$ cat src/rtl/sram_ctrl_pkg.sv
package sram_ctrl_pkg;
  typedef enum logic [1:0] {
    ST_IDLE  = 2'd0,
    ST_READ  = 2'd1,
    ST_WRITE = 2'd2
  } seq_state_e;
endpackage

$ cat src/rtl/sram_seq.sv
module sram_seq
  import sram_ctrl_pkg::*;
#(
  parameter int RD_CYC = 7,
  parameter int WP_CYC = 6,
  parameter int TA_CYC = 3
) (
  input  logic clk,
  input  logic rst_n,
  input  logic req_valid,
  input  logic req_write,
  output logic req_ready,
  output logic start_rd,
  output logic start_wr,
  output logic drv_on,
  output logic end_rd,
  output logic end_wr
);
  localparam int MAXC = (RD_CYC > WP_CYC) ? RD_CYC : WP_CYC;
  localparam int CW   = $clog2(MAXC + 1);

  seq_state_e st;
  logic [CW-1:0] cnt;

  assign req_ready = (st == ST_IDLE);
  assign start_rd  = req_ready && req_valid && !req_write;
  assign start_wr  = req_ready && req_valid && req_write;
  assign end_rd    = (st == ST_READ)  && (cnt == CW'(RD_CYC - 1));
  assign end_wr    = (st == ST_WRITE) && (cnt == CW'(WP_CYC - 1));
  assign drv_on    = (st == ST_WRITE) && (cnt == CW'(TA_CYC - 1));

  always_ff @(posedge clk or negedge rst_n) begin
    if (!rst_n) begin
      st  <= ST_IDLE;
      cnt <= '0;
    end else begin
      unique case (st)
        ST_IDLE: begin
          cnt <= '0;
          if (start_rd) st <= ST_READ;
          else if (start_wr) st <= ST_WRITE;
        end
        ST_READ: begin
          cnt <= end_rd ? '0 : cnt + 1'b1;
          if (end_rd) st <= ST_IDLE;
        end
        ST_WRITE: begin
          cnt <= end_wr ? '0 : cnt + 1'b1;
          if (end_wr) st <= ST_IDLE;
        end
        default: begin
          st  <= ST_IDLE;
          cnt <= '0;
        end
      endcase
    end
  end

  // no new access can start while one is running
  a_r2_no_start_busy: assert property (@(posedge clk) disable iff (!rst_n)
    (st != ST_IDLE) |-> !(start_rd || start_wr));
endmodule

$ cat src/rtl/sram_pins.sv
module sram_pins #(
  parameter int AW     = 17,
  parameter int DW     = 8,
  parameter int WP_CYC = 6
) (
  input  logic          clk,
  input  logic          rst_n,
  input  logic          start_rd,
  input  logic          start_wr,
  input  logic          drv_on,
  input  logic          end_acc,
  input  logic [AW-1:0] addr_in,
  input  logic [DW-1:0] wdata_in,
  output logic [AW-1:0] mem_addr,
  output logic          mem_sel_n,
  output logic          mem_sel,
  output logic          mem_rd_n,
  output logic          mem_wr_n,
  output logic [DW-1:0] mem_dq_out,
  output logic          mem_dq_oe
);
  localparam int LW = $clog2(WP_CYC + 2);

  always_ff @(posedge clk or negedge rst_n) begin
    if (!rst_n) begin
      mem_addr   <= '0;
      mem_dq_out <= '0;
      mem_sel_n  <= 1'b1;
      mem_sel    <= 1'b0;
      mem_rd_n   <= 1'b1;
      mem_wr_n   <= 1'b1;
      mem_dq_oe  <= 1'b0;
    end else begin
      if (start_rd || start_wr) begin
        mem_addr  <= addr_in;
        mem_sel_n <= 1'b0;
        mem_sel   <= 1'b1;
      end
      if (start_wr) mem_dq_out <= wdata_in;
      if (start_rd) mem_rd_n <= 1'b0;
      if (start_wr) mem_wr_n <= 1'b0;
      if (drv_on)   mem_dq_oe <= 1'b1;
      if (end_acc) begin
        mem_sel_n <= 1'b1;
        mem_sel   <= 1'b0;
        mem_rd_n  <= 1'b1;
        mem_wr_n  <= 1'b1;
        mem_dq_oe <= 1'b0;
      end
    end
  end

  // cycle counter for the write-strobe width check
  logic [LW-1:0] wlo_cnt;
  always_ff @(posedge clk or negedge rst_n) begin
    if (!rst_n) wlo_cnt <= '0;
    else if (!mem_wr_n) wlo_cnt <= wlo_cnt + 1'b1;
    else wlo_cnt <= '0;
  end

  // strobe low exactly WP_CYC cycles
  a_r5_wr_width: assert property (@(posedge clk) disable iff (!rst_n)
    $rose(mem_wr_n) |-> (wlo_cnt == LW'(WP_CYC)));
  // read drive never enabled during a write
  a_r5_rd_high_in_write: assert property (@(posedge clk) disable iff (!rst_n)
    !mem_wr_n |-> mem_rd_n);
  // own driver only inside the write strobe
  a_r6_drv_in_strobe: assert property (@(posedge clk) disable iff (!rst_n)
    mem_dq_oe |-> !mem_wr_n);
  // selects move together, address held while selected
  a_r8_select_pair: assert property (@(posedge clk) disable iff (!rst_n)
    mem_sel_n == !mem_sel);
  a_r8_addr_hold: assert property (@(posedge clk) disable iff (!rst_n)
    !mem_sel_n |=> (mem_sel_n || $stable(mem_addr)));
endmodule

$ cat src/rtl/sram_rsp.sv
module sram_rsp #(
  parameter int DW = 8
) (
  input  logic          clk,
  input  logic          rst_n,
  input  logic          end_rd,
  input  logic          end_wr,
  input  logic [DW-1:0] dq_in,
  output logic          rsp_valid,
  output logic [DW-1:0] rsp_rdata,
  output logic          wr_done
);
  always_ff @(posedge clk or negedge rst_n) begin
    if (!rst_n) begin
      rsp_valid <= 1'b0;
      rsp_rdata <= '0;
      wr_done   <= 1'b0;
    end else begin
      rsp_valid <= end_rd;
      wr_done   <= end_wr;
      if (end_rd) rsp_rdata <= dq_in;
    end
  end

  // one-cycle pulses, never both at once
  a_r4_single_pulse: assert property (@(posedge clk) disable iff (!rst_n)
    rsp_valid |=> !rsp_valid);
  a_r7_single_pulse: assert property (@(posedge clk) disable iff (!rst_n)
    wr_done |=> !wr_done);
  a_r7_exclusive: assert property (@(posedge clk) disable iff (!rst_n)
    !(rsp_valid && wr_done));
endmodule

$ cat src/rtl/sram_bus_ctrl.sv
module sram_bus_ctrl #(
  parameter int AW       = 17,
  parameter int DW       = 8,
  parameter int CLK_NS   = 4,
  parameter int RD_CYC   = 7,
  parameter int WP_CYC   = 6,
  parameter int SU_CYC   = 3,
  parameter int TA_CYC   = 3,
  parameter int T_CYC_NS = 25,
  parameter int T_WP_NS  = 12,
  parameter int T_AW_NS  = 20,
  parameter int T_SU_NS  = 10,
  parameter int T_TA_NS  = 10
) (
  input  logic          clk,
  input  logic          rst_n,
  input  logic          req_valid,
  output logic          req_ready,
  input  logic          req_write,
  input  logic [AW-1:0] req_addr,
  input  logic [DW-1:0] req_wdata,
  output logic          rsp_valid,
  output logic [DW-1:0] rsp_rdata,
  output logic          wr_done,
  output logic [AW-1:0] mem_addr,
  output logic          mem_sel_n,
  output logic          mem_sel,
  output logic          mem_rd_n,
  output logic          mem_wr_n,
  output logic [DW-1:0] mem_dq_out,
  output logic          mem_dq_oe,
  input  logic [DW-1:0] mem_dq_in
);
  localparam int MIN_CYC = (T_CYC_NS + CLK_NS - 1) / CLK_NS;
  localparam int MIN_WP  = (T_WP_NS  + CLK_NS - 1) / CLK_NS;
  localparam int MIN_AW  = (T_AW_NS  + CLK_NS - 1) / CLK_NS;
  localparam int MIN_SU  = (T_SU_NS  + CLK_NS - 1) / CLK_NS;
  localparam int MIN_TA  = (T_TA_NS  + CLK_NS - 1) / CLK_NS;

  // elaboration-time timing check
  if (RD_CYC < MIN_CYC || WP_CYC < MIN_WP || WP_CYC < MIN_AW ||
      WP_CYC + 1 < MIN_CYC || SU_CYC < MIN_SU || TA_CYC < MIN_TA ||
      WP_CYC < TA_CYC + SU_CYC) begin : g_r9_bad_timing
    $error("sram_bus_ctrl: cycle counts too short for CLK_NS=%0d", CLK_NS);
  end

  logic start_rd, start_wr, drv_on, end_rd, end_wr;

  sram_seq #(.RD_CYC(RD_CYC), .WP_CYC(WP_CYC), .TA_CYC(TA_CYC)) u_seq (
    .clk(clk), .rst_n(rst_n), .req_valid(req_valid), .req_write(req_write),
    .req_ready(req_ready), .start_rd(start_rd), .start_wr(start_wr),
    .drv_on(drv_on), .end_rd(end_rd), .end_wr(end_wr)
  );

  sram_pins #(.AW(AW), .DW(DW), .WP_CYC(WP_CYC)) u_pins (
    .clk(clk), .rst_n(rst_n), .start_rd(start_rd), .start_wr(start_wr),
    .drv_on(drv_on), .end_acc(end_rd || end_wr), .addr_in(req_addr),
    .wdata_in(req_wdata), .mem_addr(mem_addr), .mem_sel_n(mem_sel_n),
    .mem_sel(mem_sel), .mem_rd_n(mem_rd_n), .mem_wr_n(mem_wr_n),
    .mem_dq_out(mem_dq_out), .mem_dq_oe(mem_dq_oe)
  );

  sram_rsp #(.DW(DW)) u_rsp (
    .clk(clk), .rst_n(rst_n), .end_rd(end_rd), .end_wr(end_wr),
    .dq_in(mem_dq_in), .rsp_valid(rsp_valid), .rsp_rdata(rsp_rdata),
    .wr_done(wr_done)
  );

  // ready low whenever the chip is selected
  a_r2_busy_not_ready: assert property (@(posedge clk) disable iff (!rst_n)
    !mem_sel_n |-> !req_ready);
  // read drive only with write strobe high and chip selected
  a_r3_read_shape: assert property (@(posedge clk) disable iff (!rst_n)
    !mem_rd_n |-> (mem_wr_n && !mem_sel_n));
  // a response follows a cycle with read drive low
  a_r4_rsp_after_read: assert property (@(posedge clk) disable iff (!rst_n)
    rsp_valid |-> $past(!mem_rd_n));
endmodule

$ cat config.mk
export PLATFORM = sky130hd
export DESIGN_NAME = sram_bus_ctrl
export DESIGN_NICKNAME = d
export VERILOG_FILES = /design/src/rtl/sram_ctrl_pkg.sv /design/src/rtl/sram_seq.sv /design/src/rtl/sram_pins.sv /design/src/rtl/sram_rsp.sv /design/src/rtl/sram_bus_ctrl.sv
export SDC_FILE = /design/constraint.sdc
export NUM_CORES = 1
export LEC_CHECK = 0
export BUFFER_PORTS_ARGS = -buffer_cell sky130_fd_sc_hd__buf_2
export CAP_MARGIN = 25
export CORE_MARGIN = 2
export CORE_UTILIZATION = 50
export CTS_CLUSTER_DIAMETER = 50
export CTS_CLUSTER_SIZE = 14
export DETAILED_ROUTE_END_ITERATION = 8
export PLACE_DENSITY = 0.91
export SYNTH_ARGS = -nofsm -noshare
export SYNTH_HDL_FRONTEND = slang
export SYNTH_SLANG_ARGS = --single-unit
$ cat constraint.sdc
create_clock -name clk -period 3.95 [get_ports clk]
set_clock_uncertainty 0.2 [all_clocks]
set_input_delay 0.1975 -clock clk [delete_from_list [all_inputs] [get_ports clk]]
set_output_delay 0.1975 -clock clk [all_outputs]
set_load 0.05 [all_outputs]
==> flow_metrics.py <==
metrics = {
    "worst_setup_path": {
        "worst-setup-path-type": "flip-flop to flip-flop",
        "worstSetupEndpointType": "flip-flop",
        "timing.critical_path.cells": "inv_1 -> ha_1 -> nand2_1 -> mux2_2",
        "critical_path_arrival_ps": 2090,
        "worstPathBufferInverterCount": 1,
        "start_kind": "flip-flop",
        "regToRegSetupSlack_ps": 1900,
        "worst-endpoint-required_ps": 3990,
        "cp_slowest_cell": "sky130_fd_sc_hd__nand2_1",
        "max_stage_delay_ps": 610,
        "maximum_fanout_along_the_worst_path": 20,
        "cp_top_family": "simple AND/OR/NAND/NOR gates",
    },
    "pwr": {
        "irDropWorstVdd_mv": 0.323,
        "power_density_nw_per_um2": 725,
        "p_leak_uw": 0.00132,
    },
    "drt": {
        "ant_nets": 0,
        "drtIter0Drc": 44,
        "detail_route.wl_per_cell_um": 14.2,
        "vias": 1430,
        "vias_per_cell": 4.97,
        "firstDrtPassIters": 4,
        "detail_route.drc_violations": 0,
        "postRouteWirelength_um": 4090,
    },
    "synthesis": {
        "synthesis.yosys.warnings": 0,
        "synth_cell_type_count": 24,
        "synth_compound_gate_area_share_pct": 5.13,
        "synth-xor-area-share_pct": 0.485,
        "synth.ff_latch_count": 45,
        "synth_adder_area_share_pct": 4.16,
        "post_synth_mux_area_share_pct": 20.6,
        "post_synth_and_or_nand_nor_area_fraction_pct": 4.79,
        "synth.top_cell.area_share_pct": 58.3,
        "synthesis.area_per_instance_sq_um": 14.8,
        "netlist_top_cells_area": "sky130_fd_sc_hd__dfrtp_1, sky130_fd_sc_hd__mux2_2, sky130_fd_sc_hd__dfstp_2",
        "ys_seq_area_share_pct": 62.6,
        "synthesis.nets": 165,
        "combinational_family_with_the_most_area_after_synthesis": "multiplexers",
        "syn_inst": 122,
        "post-synth-top-area-cell": "sky130_fd_sc_hd__dfrtp_1",
        "netlist_area_sq_um": 1800,
    },
    "sta": {
        "final_max_slew_viol_count": 0,
        "finalWorstPathRequiredPeriod_ps": 2050,
        "timing.slew.headroom_pct": 47.2,
        "min_period_over_period_pct": 51.8,
        "fmax_ghz": 0.488,
        "setup-tns-final_ps": 0,
        "worst_pin_slew_ps": 790,
        "report.final.setup_viol": 0,
        "grt_setup_unrepaired": "no",
        "final-hold-violation-count": 0,
    },
    "clock_network": {
        "clock_tree.root_cell": "sky130_fd_sc_hd__clkbuf_4",
        "cts_sinks": 45,
        "post_cts_setup_inserts": 0,
        "cts_tree": "built",
        "ctsLongestPathBuffers": 2,
        "cts_inserted_buffers": 5,
        "cts_htree_levels": 2,
        "clk_transition_reported_paths_ps": 120,
        "clock_latency_on_the_worst_skew_pair_ps": 340,
        "hold_buffers": 36,
        "cts_resized": 0,
    },
    "placed_design": {
        "buffer_ports.inserted": 77,
        "hpwlAfterDp_um": 2540,
        "gpl.final_weighted_congestion": 0.735,
        "placed_cell_areas_sq_um": 2230,
    },
    "floorplan": {
        "floorplan.die.height_um": 64.1,
        "ioPinCount": 78,
        "initial_cell_density_of_the_core_pct": 53.2,
        "core_footprint_sq_um": 3390,
        "fp-row-count": 21,
        "die_area_sq_um": 4100,
        "chipWidth_um": 64.1,
    },
    "outcome": {
        "outcome": "completed",
    },
    "global_route": {
        "grt_pass1_vias": 1456,
        "grt_first_pass_wirelength_um": 6870,
        "gr-usage-all-layers_pct": 22.1,
        "grt-ovfl-total": 0,
        "antenna_found_initial": 0,
        "largest_net_degree_at_the_start_of_global_routing": 46,
    },
    "job": {
        "cap_viol_max_count": 0,
    },
    "cells_and_area": {
        "antenna_cells_inserted": 0,
        "final_cell_mix": "sky130_fd_sc_hd__buf_2, sky130_fd_sc_hd__dfrtp_1, sky130_fd_sc_hd__dlygate4sd3_1",
        "mostFrequentLayoutCell": "sky130_fd_sc_hd__buf_2",
        "area_growth_pct": 48.1,
        "layout.cell_area.non_filler_sq_um": 2670,
        "final_nets": 284,
        "post_route_cells_drive_above_1_share_pct": 51.2,
        "fillCellCount": 188,
    },
    "worst_hold_path": {
        "worst_min_delay_path_class": "flip-flop to flip-flop",
    },
}
## power by group
group	leakage [uW]	internal (uW)	switching [uW]	total, uW
Combinational	0.000763	315	732	1050
Sequential	0.000534	609	76.3	686
Clock	0.0000255	70.4	136	206
Total	0.00132	995	944	1940
## worst paths after layout
path | start | end | depth (start not counted)
max | u_seq.st[0]$_DFFE_PN0P_ | u_pins.mem_addr[13]$_DFFE_PN0P_ | 4
min | u_pins.mem_wr_n$_DFFE_PN1P_ | u_pins.mem_wr_n$_DFFE_PN1P_ | 2
max reg2reg | u_seq.st[0]$_DFFE_PN0P_ | u_pins.mem_addr[13]$_DFFE_PN0P_ | 4
min reg2reg | u_pins.mem_wr_n$_DFFE_PN1P_ | u_pins.mem_wr_n$_DFFE_PN1P_ | 2
max in group asynchronous | rst_n | u_pins.mem_wr_n$_DFFE_PN1P_ | 4
min in group asynchronous | rst_n | u_pins.mem_addr[0]$_DFFE_PN0P_ | 3
## metal layers
| layer | vias up | share of wire [%] | global-route usage (%) |
|---|---|---|---|
| li1 | 662 | - | - |
| met2 | 64 | 51 | 38.8 |
| met1 | 691 | 39 | 25.5 |
| met4 | 0 | 2.0 | 6.79 |
| met3 | 13 | 7.7 | 7.04 |
| met5 | - | 0 | 0 |
## cell type report
| type | instances | area (sq um) | share of cell area, % |
|---|---|---|---|
| sequential | 45 | 1130 | 42.3 |
| clock buffer | 7 | 45.0 | 1.69 |
| clock inverter | 1 | 7.51 | 0.281 |
| multi-input combinational | 68 | 634 | 23.7 |
| timing repair buffer | 115 | 776 | 29.0 |
| inverter | 6 | 22.5 | 0.843 |
| tap | 46 | 57.6 | 2.15 |
## per-stage QoR
stage	cells	util, %	hold slack, ps	worst slack [ps]	total power [uW]
finish	288	78.8	276	1900	1940
floorplan	122	-	-298	1840	1480
global placement	242	65.8	200	1970	1680
detailed placement	242	65.8	192	1900	1710
global route	288	78.8	290	1770	2040
CTS	286	78.0	274	1910	1940
## worst min-delay path: stages, from the launching register on
cell and delay (ps):
sky130_fd_sc_hd__dfstp_2 390, sky130_fd_sc_hd__nand2_1 50, sky130_fd_sc_hd__nand2_1 50
## state kept, by name, indices dropped and copies added, names as in the netlist
| name | flops |
|---|---|
| u_pins.mem_addr | 17 |
| u_pins.mem_dq_out | 8 |
| u_rsp.rsp_rdata | 8 |
| u_seq.cnt | 3 |
| u_seq.st | 2 |
| u_pins.mem_dq_oe | 1 |
| u_pins.mem_rd_n | 1 |
| u_pins.mem_sel | 1 |
| u_pins.mem_sel_n | 1 |
| u_pins.mem_wr_n | 1 |
| u_rsp.rsp_valid | 1 |
| u_rsp.wr_done | 1 |
## Yosys cell counts
cell and count:
sky130_fd_sc_hd__dfrtp_1 42, sky130_fd_sc_hd__mux2_2 33, sky130_fd_sc_hd__nand2_1 8, sky130_fd_sc_hd__ha_1 6, sky130_fd_sc_hd__inv_1 6, sky130_fd_sc_hd__nor2_1 4
sky130_fd_sc_hd__dfstp_2 3, sky130_fd_sc_hd__a21oi_1 2, sky130_fd_sc_hd__buf_2 2, sky130_fd_sc_hd__nand3_1 2, sky130_fd_sc_hd__a2111oi_2 1, sky130_fd_sc_hd__a22o_1 1
sky130_fd_sc_hd__and2b_1 1, sky130_fd_sc_hd__and3_1 1, sky130_fd_sc_hd__buf_4 1, sky130_fd_sc_hd__nor2b_1 1, sky130_fd_sc_hd__o21a_1 1, sky130_fd_sc_hd__o21ai_0 1
sky130_fd_sc_hd__o21ba_4 1, sky130_fd_sc_hd__o22ai_1 1, sky130_fd_sc_hd__o31ai_1 1, sky130_fd_sc_hd__o32ai_2 1, sky130_fd_sc_hd__or3_4 1, sky130_fd_sc_hd__xnor2_1 1
## cells by family after synthesis
kind of cell / count (synthesis)
multiplexers: 33
adder cells (fa/ha/maj): 6
XOR/XNOR: 1
flip-flops: 45
AO/OA/AOI/OAI: 10
buffers and inverters: 9
AND/OR/NAND/NOR: 18
Power figures use the tool's default switching activity.
